## src/rtl/ccd_seq_pkg.sv

```systemverilog
`timescale 1ns/1ps
// Package: shared state encoding for the CCD readout sequencer.
// Assumes: used by ccd_readout_seq only.
package ccd_seq_pkg;

    typedef enum logic [2:0] {
        ST_IDLE   = 3'd0,
        ST_VXFER  = 3'd1,
        ST_SETTLE = 3'd2,
        ST_PIXEL  = 3'd3,
        ST_DONE   = 3'd4
    } seq_state_e;

endpackage

```

## src/rtl/ccd_tally.sv

```systemverilog
`timescale 1ns/1ps
// Module: ccd_tally
// Modulo counter with a runtime limit. It flags the final count so that a
// controller can tell when a repeated unit (bin, pixel, line) is the last one.
// Assumes: limit >= 1 whenever step is used, and limit is held stable while counting.
module ccd_tally #(
    parameter int W = 12
) (
    input  logic         clk,
    input  logic         rst_n,
    input  logic         clr,
    input  logic         step,
    input  logic [W-1:0] limit,
    output logic         last
);

    logic [W-1:0] cnt_q;

    assign last = (cnt_q == limit - W'(1));

    // Advance on step, wrap after the final count, restart on clear.
    always_ff @(posedge clk) begin
        if (!rst_n || clr) begin
            cnt_q <= '0;
        end else if (step) begin
            cnt_q <= last ? '0 : cnt_q + W'(1);
        end
    end

    a_r5_tally_in_range: assert property (@(posedge clk) disable iff (!rst_n)
        (limit != '0) |-> (cnt_q < limit));

endmodule

```

## src/rtl/ccd_vphase_gen.sv

```systemverilog
`timescale 1ns/1ps
// Module: ccd_vphase_gen
// Produces one vertical transfer of two overlapping phase pulses. The leading
// phase is high for W cycles and the lagging phase rises W/2 cycles in; the
// transfer spans W + W/2 cycles and repeats while active stays high.
// Assumes: wide and swap are held stable while active.
module ccd_vphase_gen #(
    parameter int VW_NARROW = 64,
    parameter int VW_WIDE   = 100
) (
    input  logic clk,
    input  logic rst_n,
    input  logic active,
    input  logic wide,
    input  logic swap,
    output logic v1,
    output logic v2,
    output logic span_last
);

    localparam int LEN_MAX = VW_WIDE + VW_WIDE / 2;
    localparam int CW      = $clog2(LEN_MAX + 1);

    logic [CW-1:0] cnt_q;
    logic [CW-1:0] width;
    logic [CW-1:0] span_len;
    logic          lead;
    logic          lag;

    // Pick the phase width for the selected sensor family.
    always_comb begin
        width    = wide ? CW'(VW_WIDE) : CW'(VW_NARROW);
        span_len = width + (width >> 1);
    end

    assign span_last = active && (cnt_q == span_len - CW'(1));
    assign lead      = active && (cnt_q < width);
    assign lag       = active && (cnt_q >= (width >> 1));
    assign v1        = swap ? lag : lead;
    assign v2        = swap ? lead : lag;

    // Position within the current transfer; held at zero when inactive.
    always_ff @(posedge clk) begin
        if (!rst_n || !active) begin
            cnt_q <= '0;
        end else begin
            cnt_q <= span_last ? '0 : cnt_q + CW'(1);
        end
    end

    a_r3_lag_rises_in_overlap: assert property (@(posedge clk) disable iff (!rst_n)
        $rose(lag) |-> lead);
    a_r3_lead_falls_under_lag: assert property (@(posedge clk) disable iff (!rst_n)
        (active && $fell(lead)) |-> lag);

endmodule

```

## src/rtl/ccd_readout_seq.sv

```systemverilog
`timescale 1ns/1ps
// Module: ccd_readout_seq
// Frame readout sequencer for a full-frame CCD. For each line it runs the
// vertical transfers (repeated for binning), waits a settle gap, then enables
// the pixel generator for the programmed pixel count. It repeats for the
// programmed number of lines and then pulses done.
// Assumes: the pixel waveforms are made elsewhere from pix_run; zero geometry
// values are read as one; start requests arriving mid-frame are dropped.
module ccd_readout_seq #(
    parameter int PIX_W     = 12,
    parameter int LINE_W    = 12,
    parameter int BIN_W     = 4,
    parameter int VW_NARROW = 64,
    parameter int VW_WIDE   = 100,
    parameter int SETTLE    = 2
) (
    input  logic              clk,
    input  logic              rst_n,
    input  logic              start_req,
    input  logic [PIX_W-1:0]  pix_count,
    input  logic [LINE_W-1:0] line_count,
    input  logic [BIN_W-1:0]  vbin,
    input  logic              vswap,
    input  logic              vwide,
    output logic              v1,
    output logic              v2,
    output logic              pix_run,
    output logic              line_n,
    output logic              frame_n,
    output logic              done
);
    import ccd_seq_pkg::*;

    localparam int SW = $clog2(SETTLE + 1);

    seq_state_e        state_q;
    logic [PIX_W-1:0]  pix_lim_q;
    logic [LINE_W-1:0] line_lim_q;
    logic [BIN_W-1:0]  bin_lim_q;
    logic              swap_q;
    logic              wide_q;
    logic [SW-1:0]     settle_q;
    logic              launch;
    logic              span_last;
    logic              bin_last;
    logic              pix_last;
    logic              line_last;

    assign launch = (state_q == ST_IDLE) && start_req;

    ccd_vphase_gen #(
        .VW_NARROW (VW_NARROW),
        .VW_WIDE   (VW_WIDE)
    ) vphase_i (
        .clk       (clk),
        .rst_n     (rst_n),
        .active    (state_q == ST_VXFER),
        .wide      (wide_q),
        .swap      (swap_q),
        .v1        (v1),
        .v2        (v2),
        .span_last (span_last)
    );

    ccd_tally #(.W(BIN_W)) bin_tally_i (
        .clk   (clk),
        .rst_n (rst_n),
        .clr   (launch),
        .step  (span_last),
        .limit (bin_lim_q),
        .last  (bin_last)
    );

    ccd_tally #(.W(PIX_W)) pix_tally_i (
        .clk   (clk),
        .rst_n (rst_n),
        .clr   (launch),
        .step  (state_q == ST_PIXEL),
        .limit (pix_lim_q),
        .last  (pix_last)
    );

    ccd_tally #(.W(LINE_W)) line_tally_i (
        .clk   (clk),
        .rst_n (rst_n),
        .clr   (launch),
        .step  ((state_q == ST_PIXEL) && pix_last),
        .limit (line_lim_q),
        .last  (line_last)
    );

    // Capture geometry and mode at frame start, reading zero values as one.
    always_ff @(posedge clk) begin
        if (!rst_n) begin
            pix_lim_q  <= PIX_W'(1);
            line_lim_q <= LINE_W'(1);
            bin_lim_q  <= BIN_W'(1);
            swap_q     <= 1'b0;
            wide_q     <= 1'b0;
        end else if (launch) begin
            pix_lim_q  <= (pix_count  == '0) ? PIX_W'(1)  : pix_count;
            line_lim_q <= (line_count == '0) ? LINE_W'(1) : line_count;
            bin_lim_q  <= (vbin       == '0) ? BIN_W'(1)  : vbin;
            swap_q     <= vswap;
            wide_q     <= vwide;
        end
    end

    // Line and frame sequencing.
    always_ff @(posedge clk) begin
        if (!rst_n) begin
            state_q  <= ST_IDLE;
            settle_q <= '0;
        end else begin
            case (state_q)
                ST_IDLE:   if (start_req) state_q <= ST_VXFER;
                ST_VXFER:  if (span_last && bin_last) begin
                               state_q  <= ST_SETTLE;
                               settle_q <= '0;
                           end
                ST_SETTLE: if (settle_q == SW'(SETTLE - 1)) state_q <= ST_PIXEL;
                           else settle_q <= settle_q + SW'(1);
                ST_PIXEL:  if (pix_last) state_q <= line_last ? ST_DONE : ST_VXFER;
                ST_DONE:   state_q <= ST_IDLE;
                default:   state_q <= ST_IDLE;
            endcase
        end
    end

    // Decode the strobes from the sequencing state.
    always_comb begin
        pix_run = (state_q == ST_PIXEL);
        line_n  = (state_q != ST_PIXEL);
        frame_n = !((state_q == ST_VXFER) || (state_q == ST_SETTLE) || (state_q == ST_PIXEL));
        done    = (state_q == ST_DONE);
    end

    a_r2_start_launches: assert property (@(posedge clk) disable iff (!rst_n)
        launch |=> (!frame_n && (v1 || v2)));
    a_r6_quiet_phases_in_pixels: assert property (@(posedge clk) disable iff (!rst_n)
        pix_run |-> (!v1 && !v2));
    a_r8_frame_covers_pixels: assert property (@(posedge clk) disable iff (!rst_n)
        pix_run |-> !frame_n);
    a_r9_done_single: assert property (@(posedge clk) disable iff (!rst_n)
        done |=> !done);
    a_r9_done_after_pixel: assert property (@(posedge clk) disable iff (!rst_n)
        done |-> $past(pix_run));
    a_r10_geometry_held: assert property (@(posedge clk) disable iff (!rst_n)
        ((state_q != ST_IDLE) && ($past(state_q) != ST_IDLE))
            |-> ($stable(pix_lim_q) && $stable(line_lim_q) && $stable(bin_lim_q)
                 && $stable(swap_q) && $stable(wide_q)));

endmodule

```

## config.mk

```make
export PLATFORM = sky130hd
export DESIGN_NAME = ccd_readout_seq
export DESIGN_NICKNAME = d
export VERILOG_FILES = /design/src/rtl/ccd_seq_pkg.sv /design/src/rtl/ccd_tally.sv /design/src/rtl/ccd_vphase_gen.sv /design/src/rtl/ccd_readout_seq.sv
export SDC_FILE = /design/constraint.sdc
export NUM_CORES = 1
export LEC_CHECK = 0
export BUFFER_PORTS_ARGS = -buffer_cell sky130_fd_sc_hd__buf_2
export CORE_ASPECT_RATIO = 0.5
export CORE_MARGIN = 2
export CORE_UTILIZATION = 60
export CTS_CLUSTER_SIZE = 25
export DETAILED_ROUTE_END_ITERATION = 7
export GPL_ROUTABILITY_DRIVEN = 0
export GPL_TIMING_DRIVEN = 0
export PLACE_DENSITY = 0.8
export SKIP_CTS_REPAIR_TIMING = 1
export SLEW_MARGIN = 20
export SYNTH_ARGS = -nofsm -noshare
export SYNTH_HDL_FRONTEND = slang
export SYNTH_HIERARCHICAL = 1
export SYNTH_SLANG_ARGS = --single-unit
```

## constraint.sdc

```tcl
create_clock -name clk -period 3.86 [get_ports clk]
set_clock_uncertainty 0.1 [all_clocks]
set_input_delay 0.193 -clock clk [delete_from_list [all_inputs] [get_ports clk]]
set_output_delay 0.193 -clock clk [all_outputs]
set_load 0.01 [all_outputs]
```

======== Yosys cells after proc, flatten, opt, wreduce, memory -nomap -nowiden ========
Cells that the tools add are included.
word-level totals
  word-level logic and storage cells ...... 77
  input bits .............................. 33
  output and inout port bits .............. 6
  bits in registers ....................... 71
cells by class
  reduce and logical (&&, ||, !) cells .... 21
  equal/unequal tests ..................... 15
  mux-type cells .......................... 18
  add/subtract/negate cells ............... 10
  $lt $le $gt $ge ......................... 2
operator list
  operator                                                                number
  12-bit two-way mux                                                      4
  12-bit by 1-bit adder with 12-bit output (second input constant)        2
  12-bit equality test                                                    2
  12-bit zero test                                                        2
  12-bit by 1-bit subtractor with 12-bit output (second input constant)   2
  3-bit two-way mux                                                       5
  3-bit one-hot mux with 4 select lines                                   1
  8-bit by 1-bit adder with 8-bit output (second input constant)          1
  8-bit by 7-bit adder with 8-bit output                                  1
  8-bit equality test                                                     1
  8-bit by 7-bit >= comparator with 1-bit output                          1
  8-bit less-than comparator                                              1
  4-bit two-way mux                                                       2
  2-bit != test (second input constant)                                   4
  8-bit by 1-bit subtractor with 8-bit output (second input constant)     1
  3-bit by 2-bit equality test with 1-bit output (second input constant)  2
  1-bit logical AND                                                       6
  6-bit two-way mux                                                       1
  4-bit by 1-bit adder with 4-bit output (second input constant)          1
  4-bit equality test                                                     1
  4-bit zero test                                                         1
  1-bit logical OR                                                        4
  2-bit two-way mux                                                       2
  2-bit one-hot mux with 2 select lines                                   1
  14 further kinds                                                        17

======== Logic depth before layout (Yosys ltp) ========
Gate-level depths: netlist of run 1.
  word-level depth ........................ 8
  depth in mapped cells ................... 14
  gate-level depth less buffers ........... 14

======== Hierarchy ========
Netlist of run 1, hierarchy kept.
by module, submodules not included
  module                        area each (um2)  seq. area each (um2)  instances  cells an instance
  ccd_tally (line_tally_i ...)  982.2            240.2                 2          125
  ccd_readout_seq               1493.9           700.7                 1          178
  ccd_vphase_gen                551.8            160.2                 1          59
  ccd_tally (bin_tally_i)       325.3            80.1                  1          38

======== Worst setup path before layout of run 1 ========
OpenSTA, ideal clock, no wires.
  path type ............................... reg-to-reg
  from .................................... register pix_lim_q[0]
  to ...................................... register line_tally_i.cnt_q[11]
  cell stages (with the launch flop) ...... 15
  arrival ................................. 2.714 ns
  path buffers ............................ 0
  data required time ...................... 3.629 ns
  setup slack ............................. 0.915 ns
  clock period less this slack ............ 2.945 ns
  library setup time ...................... 0.131 ns
  cells stage by stage .................... dfxtp_1 -> inv_1 -> ha_1 -> nor3b_1 -> a221o_1 -> nand4_1 -> nand4_1 -> nor2_1 -> and3_1 -> and4_1 -> nand3_1 -> nor2_1 -> nand4_1 -> xor2_1 -> nor2_1
on the way
  cells in the longest elaborated chain, start to end .. 3
RTL lines
  item                                           line                    text
  start: declaration                             ccd_readout_seq.sv:37   logic [PIX_W-1:0] pix_lim_q;
  start signal: assignment                       ccd_readout_seq.sv:101  pix_lim_q <= (pix_count == '0) ? PIX_W'(1) : pix_count;
  12-bit by 1-bit subtractor with 12-bit output  ccd_tally.sv:19         assign last = (cnt_q == limit - W'(1));
  12-bit equality test                           ccd_tally.sv:19
  net pix_last                                   ccd_readout_seq.sv:46   logic pix_last;
  1-bit logical AND                              ccd_readout_seq.sv:87   .step ((state_q == ST_PIXEL) && pix_last),
  end signal: assignment                         ccd_tally.sv:26         cnt_q <= last ? '0 : cnt_q + W'(1);
  end: declaration                               ccd_tally.sv:17         logic [W-1:0] cnt_q;
The timed path passes the listed nets, and every way through them passes these cells.
A chain may end at the register's enable or synchronous reset.

======== Final worst setup path of run 1 ========
Ends and elaborated chain as after synthesis.

==> impl_metrics.ini, run 1 <==
[sta]
fin_ws_ns = 0.336
min_period_ns = 3.52
post-route-period-util_pct = 91.3
worst_pin_slew_ns = 0.895
max_slew_margin_pct = 40.3
whs_ns = -0.000778
rsz0062_at_grt = no
timing.setup.tns_ns = 0
max_freq_mhz = 284
maxSlewViolCount = 0
hold_viol_final = 1
setup_violations = 0

[floorplanning]
die_h_um = 64.1
io_pins = 39
rows = 21
die-area_um2 = 7960
coreArea_um2 = 6830
start_util_pct = 63.5
die_w_um = 124

[routing]
dr.pass1.iters = 5
drt_iter0_markers = 273
routed_via_density = 5.77
routed_wl_um = 9610
drc = 0
route.vias.total = 3873
postRouteAntennaNets = 0
wl_per_cell_um = 14.3

[yosys]
syn_area_per_cell_um2 = 8.26
synth_cells = 525
muxShareOfSynthArea_pct = 0.462
ys.warnings.count = 6
synth_top_family_by_area = simple AND/OR/NAND/NOR gates
synthSimpleGateAreaFrac_pct = 30.7
synth_edf_count = 0
synth_nets = 569
synth-xor-area-share_pct = 10.9
synth_cell_types = 61
synth_fa_ha_area_share_pct = 3.64
ys_ff_latch = 71
synthFlopType = dfxtp_1
synth-compound-area-share_pct = 16.5
synthesis.area_um2 = 4340
async_reset_ff_share_pct = 0
ys_seq_area_share_pct = 32.8

[final_layout]
drive_gt1_share_pct = 17.8
final_area_um2 = 4970
antenna-diode-count = 0
finish.net_count = 618
layout_common_cells = 82 x nand2_1, 71 x dfxtp_1, 42 x buf_2, 39 x nor2_1, 30 x a21oi_1
nFillCells = 565
utilization_pct = 72.7
final_cells = 671
synthToLayoutAreaGrowth_pct = 14.5
final_common_cell = nand2_1

[power_and_ir_drop]
power_density_nw_per_um2 = 388
p_leak_nw = 1.85
ir_worst_vdd_mv = 0.226
p_total_mw = 1.92

[global_route]
busiest_layer = met2
grt_overflow_total = 0
use_met3_pct = 7.45
grt_pass1_wl_um = 16700
grt_pass1_vias = 3621
antenna_found_initial = 0
use_met2_pct = 43.9
grt_max_degree = 18
grt.total_usage_pct = 25.7
met1_usage_pct = 32.7

[run]
cap_violations = 0

[clock_network]
cts_buffers = 9
cts_tree = done
clock_path_buffers = 2
cts.sinks = 71
cts-root-buf = clkbuf_16
clk_pin_slew_ns = 0.06
htree_levels = 3
clock_latency_ns = 0.33

[placement]
place_ws_ns = 0.403
placed_cell_area_um2 = 4640
hpwl_um = 7080
numPortBuffers = 38
dp_cells = 655

[hold_path]
min-delay-path-class = in -> reg

[run_status]
violations = hold timing
status = complete, but fails checks

[setup_path]
path_class = reg -> reg
cp_max_fo = 7
crit_arrival_ns = 3.62
cp-start-kind = register
worst_ep_required_time_ns = 3.95
endpoint_kind = register
## metal layers
metal	vias up	share of wire [%]
li1	1956	-
met1	1824	48
met2	83	46
met3	10	4.8
met4	0	0.93
met5	-	0
## power by group
group	leakage [nW]	total [mW]	switching (mW)	internal [mW]
Sequential	0.577	0.783	0.0300	0.753
Clock	0.160	0.900	0.300	0.600
Combinational	1.12	0.241	0.139	0.102
Total	1.85	1.92	0.469	1.46
## sequential cells by signal, summed over array words and instances (netlist names)
name                flops
bin_lim_q               4
bin_tally_i/cnt_q       4
vphase_i/cnt_q          8
state_q                 3
line_lim_q             12
swap_q                  1
wide_q                  1
pix_lim_q              12
line_tally_i/cnt_q     12
settle_q                2
pix_tally_i/cnt_q      12
## synth_stat cells (7+ instances only)
cell type	n	area [um2]
inv_1	25	93.8
a21oi_2	10	87.6
nand3_1	13	65.1
and3_1	7	43.8
nor3b_1	11	82.6
nand2_2	10	62.6
dfxtp_1	71	1420
a21oi_1	30	150
nand4_1	21	131
ha_1	11	138
xor2_1	28	245
nor4_1	10	62.6
xnor2_1	24	210
clkbuf_1	7	26.3
nor3_1	14	70.1
nand2_1	82	308
o21ai_0	10	50.1
nand2b_1	8	50.1
nor2_1	39	146
## area by class of cell
class	count	area, um2	share of cell area, %
well taps	92	115	2.32
multi-input cells	411	2690	54.2
flip-flops and latches	71	1420	28.6
repair buffers	38	190	3.83
inverters	26	98.8	1.99
clock inverters	3	65.1	1.31
clock buffers	13	260	5.24
plain buffers	17	123	2.47
## worst max-delay path: stages, from the launching register on
cell	delay (ns)
dfxtp_1	0.38
inv_1	0.09
ha_1	0.20
nor3b_1	0.33
xnor2_1	0.12
nor4_1	0.25
nand4_1	0.30
nor2_1	0.34
and3_1	0.38
and4_1	0.24
nand3_1	0.12
nor2_1	0.19
nand4_1	0.14
xor2_1	0.15
nor2_1	0.05
## cell families after synthesis
logic type                 after synthesis
muxes                                    2
buffers and inverters                   43
DFF                                     71
AOI/OAI and AO/OA                       93
and+or+nand+nor                        250
adders and majority gates               13
xor gates and xnor gates                53
## final timing paths
path                              from                                   to  slack, ns  cells past startpoint
min                              vwide                  wide_q$_SDFFE_PN0P_    -0.0008                      3
min reg2reg  bin_lim_q[3]$_SDFFE_PN0P_            bin_lim_q[3]$_SDFFE_PN0P_       0.36                      2
max reg2reg  pix_lim_q[0]$_SDFFE_PN1P_  line_tally_i/cnt_q[11]$_SDFFE_PP0P_       0.34                     14
max          pix_lim_q[0]$_SDFFE_PN1P_  line_tally_i/cnt_q[11]$_SDFFE_PP0P_       0.34                     14
No activity file was read; power rests on OpenSTA's default activity.
==> run 2, diff against run 1 <==
- PLACE_DENSITY: 0.8 -> 0.92
==> impl_metrics.ini, run 2 (synthesis gave the netlist of run 1 again) <==
[routing]
drc = 0
routed_via_density = 5.93
routed_wl_um = 10000
drt_iter0_markers = 321
wl_per_cell_um = 14.9
route.vias.total = 3984
dr.pass1.iters = 6
postRouteAntennaNets = 0

[setup_path]
worst_ep_required_time_ns = 3.96
path_class = reg -> reg
cp_slowest_stage_delay_ns = 0.46
path_delay_family = simple AND/OR/NAND/NOR gates
crit_arrival_ns = 3.69
cp_slowest_cell = dfxtp_1
cp_max_fo = 7
cp-start-kind = register
endpoint_kind = register
worstPathCellList = inv_1 > ha_1 > nor3b_1 > a221o_1 > nand4_1 > nand4_1 > nor2_1 > and3_1 > and4_1 > nand3_1 > nor2_1 > nand4_1 > xor2_1 > nor2_1
cp.buffers_inverters = 1

[sta]
post-route-period-util_pct = 92.8
rsz0062_at_grt = no
timing.setup.tns_ns = 0
fin_ws_ns = 0.277
maxSlewViolCount = 0
hold_viol_final = 0
max_freq_mhz = 279
whs_ns = 0.00680
worst_pin_slew_ns = 0.932
max_slew_margin_pct = 37.9
min_period_ns = 3.58
setup_violations = 0

[final_layout]
multi_input_area_um2 = 2690
final_common_cell = nand2_1
nFillCells = 479
finish.net_count = 619
layout_common_cells = 82 x nand2_1, 71 x dfxtp_1, 42 x buf_2, 39 x nor2_1, 30 x a21oi_1
antenna-diode-count = 0
regArea_um2 = 1420
drive_gt1_share_pct = 17.9
final_area_um2 = 4960
synthToLayoutAreaGrowth_pct = 14.4

[global_route]
grt_pass1_vias = 3697
grt_pass1_wl_um = 16800
grt_overflow_total = 0
grt.total_usage_pct = 26.1
grt_max_degree = 18
antenna_found_initial = 0

[clock_network]
htree_levels = 3
cts-root-buf = clkbuf_16
cts_tree = done
cts_buffers = 9
clock_latency_ns = 0.33
cts.sinks = 71
clock_path_buffers = 2
clk_pin_slew_ns = 0.05

[power_and_ir_drop]
power_density_nw_per_um2 = 378
ir_worst_vdd_mv = 0.245
p_leak_nw = 1.85

[placement]
numPortBuffers = 38
place_ws_ns = 0.345
hpwl_um = 7100
placed_cell_area_um2 = 4640

[hold_path]
min-delay-path-class = in -> reg

[floorplanning]
rows = 21
coreArea_um2 = 6830
die_w_um = 124
die-area_um2 = 7960
start_util_pct = 63.5
die_h_um = 64.1
io_pins = 39

[run]
cap_violations = 0

[run_status]
status = finished, final reports clean
-- run 2: cell types whose count changed in the layout (fill, tap and decap cells not counted), sizes merged --
cell	change
dlygate4sd3	+1
clkinv	+1
bufinv	-1
-- run 2: report_power, final --
group	total, mW	switching (mW)	internal (mW)
registers	0.784	0.0304	0.753
logic	0.247	0.144	0.103
clock network	0.847	0.296	0.550
-- run 2: layer usage --
metal | part of all wire (%) | global-route usage, % | up-vias
li1 | - | - | 1963
met1 | 43 | 30.9 | 1864
met2 | 48 | 45.8 | 140
met3 | 6.6 | 7.45 | 17
met4 | 1.6 | 9.55 | 0
met5 | 0 | 0 | -
-- run 2: final timing paths --
path                                         endpoint                  startpoint  cells after the start  slack, ns
setup / recovery  line_tally_i/cnt_q[11]$_SDFFE_PP0P_   pix_lim_q[0]$_SDFFE_PN1P_                     14       0.28
hold / removal              pix_lim_q[2]$_SDFFE_PN0P_                pix_count[2]                      3      0.007
setup reg to reg  line_tally_i/cnt_q[11]$_SDFFE_PP0P_   pix_lim_q[0]$_SDFFE_PN1P_                     14       0.28
hold reg to reg            pix_lim_q[11]$_SDFFE_PN0P_  pix_lim_q[11]$_SDFFE_PN0P_                      2       0.38
-- run 2: through the flow --
step                      total power, mW  utilization, %  cells
final                                1.88            72.6    672
after CTS                            1.88            72.5    671
after global placement               1.03            67.9    655
after floorplan                     0.967               -    525
after detailed placement             1.04            67.9    655
after global routing                 1.95            72.6    672
-- run 2: worst reg2reg max path, stage by stage (launching register included) --
cell	delay, ns
dfxtp_1	0.46
inv_1	0.08
ha_1	0.25
nor3b_1	0.20
a221o_1	0.37
nand4_1	0.11
nand4_1	0.28
nor2_1	0.34
and3_1	0.37
and4_1	0.25
nand3_1	0.12
nor2_1	0.20
nand4_1	0.14
xor2_1	0.15
nor2_1	0.05
-- run 2: area by class of cell --
cell class	instances	area share, %
multi-input cells	411	54.3
flip-flops and latches	71	28.7
clock buffers	13	5.45
repair buffers	39	4.04
plain buffers	17	2.47
well taps	92	2.32
inverters	26	1.99
clock inverters	3	0.807
==> run 3, diff against run 2 <==
- ABC_AREA: not set -> 1
==> impl_metrics.ini, run 3 <==
[final_layout]
antenna-diode-count = 0
synthToLayoutAreaGrowth_pct = 13.2
final_common_cell = nand2_1
drive_gt1_share_pct = 16.8
utilization_pct = 70.6
finish.net_count = 807
layout_common_cells = 199 x nand2_1, 105 x inv_1, 81 x nor2_1, 71 x dfxtp_1, 63 x nand3_1
nFillCells = 585

[power_and_ir_drop]
power_density_nw_per_um2 = 538
p_total_mw = 2.81
p_leak_nw = 2.53
ir_worst_vdd_mv = 0.284

[clock_network]
htree_levels = 3
clock_latency_ns = 0.34
cts.sinks = 71
clock_path_buffers = 2
cts_buffers = 9
cts_tree = done
cts-root-buf = clkbuf_16
clk_pin_slew_ns = 0.06

[routing]
routed_wl_um = 11000
routed_via_density = 5.24
drc = 0
postRouteAntennaNets = 0
dr.pass1.iters = 6
route.vias.total = 4525
drt_iter0_markers = 310
wl_per_cell_um = 12.7

[sta]
whs_ns = 0.00509
setup_violations = 0
maxSlewViolCount = 0
timing.setup.tns_ns = 0
worst_pin_slew_ns = 0.585
rsz0062_at_grt = no
max_freq_mhz = 304
post-route-period-util_pct = 85.2
min_period_ns = 3.29
hold_viol_final = 0
max_slew_margin_pct = 61.0

[global_route]
grt_pass1_vias = 4282
use_met3_pct = 7.93
met1_usage_pct = 33.6
grt.total_usage_pct = 28.7
use_met2_pct = 51.0
antenna_found_initial = 0
grt_max_degree = 14
grt_pass1_wl_um = 19000
grt_overflow_total = 0
busiest_layer = met2

[run_status]
status = finished, final reports clean

[hold_path]
min-delay-path-class = in -> reg
hold_path_depth = 3

[yosys]
synth_nets = 758
ys_seq_area_share_pct = 30.8
synth_cells = 714
synthFlopType = dfxtp_1
synth_common_cells = 199 x nand2_1, 105 x inv_1, 82 x nor2_1
synth_top_area_share_pct = 30.8
synthesis.area_um2 = 4620
synth_largest_area_cell = dfxtp_1
syn_area_per_cell_um2 = 6.47
synth_cell_types = 33
synth_area_leaders = dfxtp_1 31%, nand2_1 16%, inv_1 8.5%, nand3_1 6.8%, nor2_1 6.7%
synth.most_common_cell = nand2_1
async_reset_ff_share_pct = 0
ys_ff_latch = 71
ys.warnings.count = 6
synth_edf_count = 0

[floorplanning]
die-area_um2 = 8460
io_pins = 39
rows = 22
start_util_pct = 62.4
coreArea_um2 = 7400
die_w_um = 128
die_h_um = 66.0

[setup_path]
cp-start-kind = register
cp_max_fo = 6
worst_ep_required_time_ns = 4.04
crit_arrival_ns = 3.47
rr_worst_depth = 20
path_class = reg -> reg
endpoint_kind = register

[placement]
hpwl_um = 8170
numPortBuffers = 38

[run]
cap_violations = 0
## run 3: changes by cell type after synthesis, moves of 7 or more
cell | previous run | this run
and3_1 | 7 | 0
clkbuf_1 | 7 | 0
inv_1 | 25 | 105
inv_2 | 0 | 7
nand2_1 | 82 | 199
nand2b_1 | 8 | 0
nand3_1 | 13 | 63
nand4_1 | 21 | 8
nor2_1 | 39 | 82
nor2_2 | 0 | 17
nor3_1 | 14 | 6
nor3b_1 | 11 | 0
nor4_1 | 10 | 0
xnor2_1 | 24 | 15
## run 3: worst max-delay path: stages (launching register included)
cell and delay [ns]:
dfxtp_1 0.33, inv_1 0.08, ha_1 0.20, nand3_1 0.15, inv_1 0.13, nor2_1 0.07
nor2_1 0.10, nand3_1 0.12, nor2_1 0.11, nand3_1 0.07, nor3_1 0.25, inv_1 0.14
nor2_2 0.28, inv_1 0.10, nor2_1 0.23, nand2_1 0.17, nor3_2 0.19, nand3_1 0.12
xnor2_1 0.15, inv_1 0.05, nor2_1 0.08
## run 3: cell type report
cell class                 instances  area (um2)  share of cell area [%]
buffer                            12        87.6                    1.67
clock buffer                      10         239                    4.57
clock inverter                     6        60.1                    1.15
inverter                         113         424                    8.11
multi-input combinational        518        2690                    51.4
sequential                        71        1420                    27.2
tap                               96         120                    2.30
timing repair buffer              38         190                    3.64
## run 3: where the power goes
group / switching [mW] / internal (mW)
logic: 0.689 / 0.367
clock network: 0.326 / 0.514
registers: 0.0946 / 0.823
## run 3: cells by family (layout without fill, tap and decap cells)
| family | after synthesis | in the layout | synth area share, % |
|---|---|---|---|
| and+or+nand+nor | 411 | 411 | 40.5 |
| buffers and inverters | 125 | 179 | 11.1 |
| DFF | 71 | 71 | 30.8 |
| AOI/OAI and AO/OA | 54 | 54 | 6.66 |
| xor gates and xnor gates | 42 | 42 | 7.97 |
| adders and majority gates | 11 | 11 | 2.98 |
## run 3: final timing paths
kind | from | end | slack, ns
max | pix_lim_q[0]$_SDFFE_PN1P_ | line_tally_i/cnt_q[11]$_SDFFE_PP0P_ | 0.57
min | vbin[0] | bin_lim_q[0]$_SDFFE_PN1P_ | 0.005
max reg2reg | pix_lim_q[0]$_SDFFE_PN1P_ | line_tally_i/cnt_q[11]$_SDFFE_PP0P_ | 0.57
min reg2reg | vphase_i/cnt_q[0]$_SDFF_PP0_ | vphase_i/cnt_q[0]$_SDFF_PP0_ | 0.38
## run 3: per-stage QoR
stage / area (um2) / cells / setup WS (ns)
after floorplan: 4620 / 714 / 1.10
after global placement: 4930 / 848 / 0.597
after detailed placement: 4930 / 848 / 0.555
after CTS: 5230 / 864 / 0.500
after global routing: 5230 / 864 / 0.0887
final: 5230 / 864 / 0.571
## run 3: per-layer routing
layer	vias up	wire length (um)
li1	2306	-
met1	2070	4850
met2	123	5240
met3	26	653
met4	0	240
met5	-	0
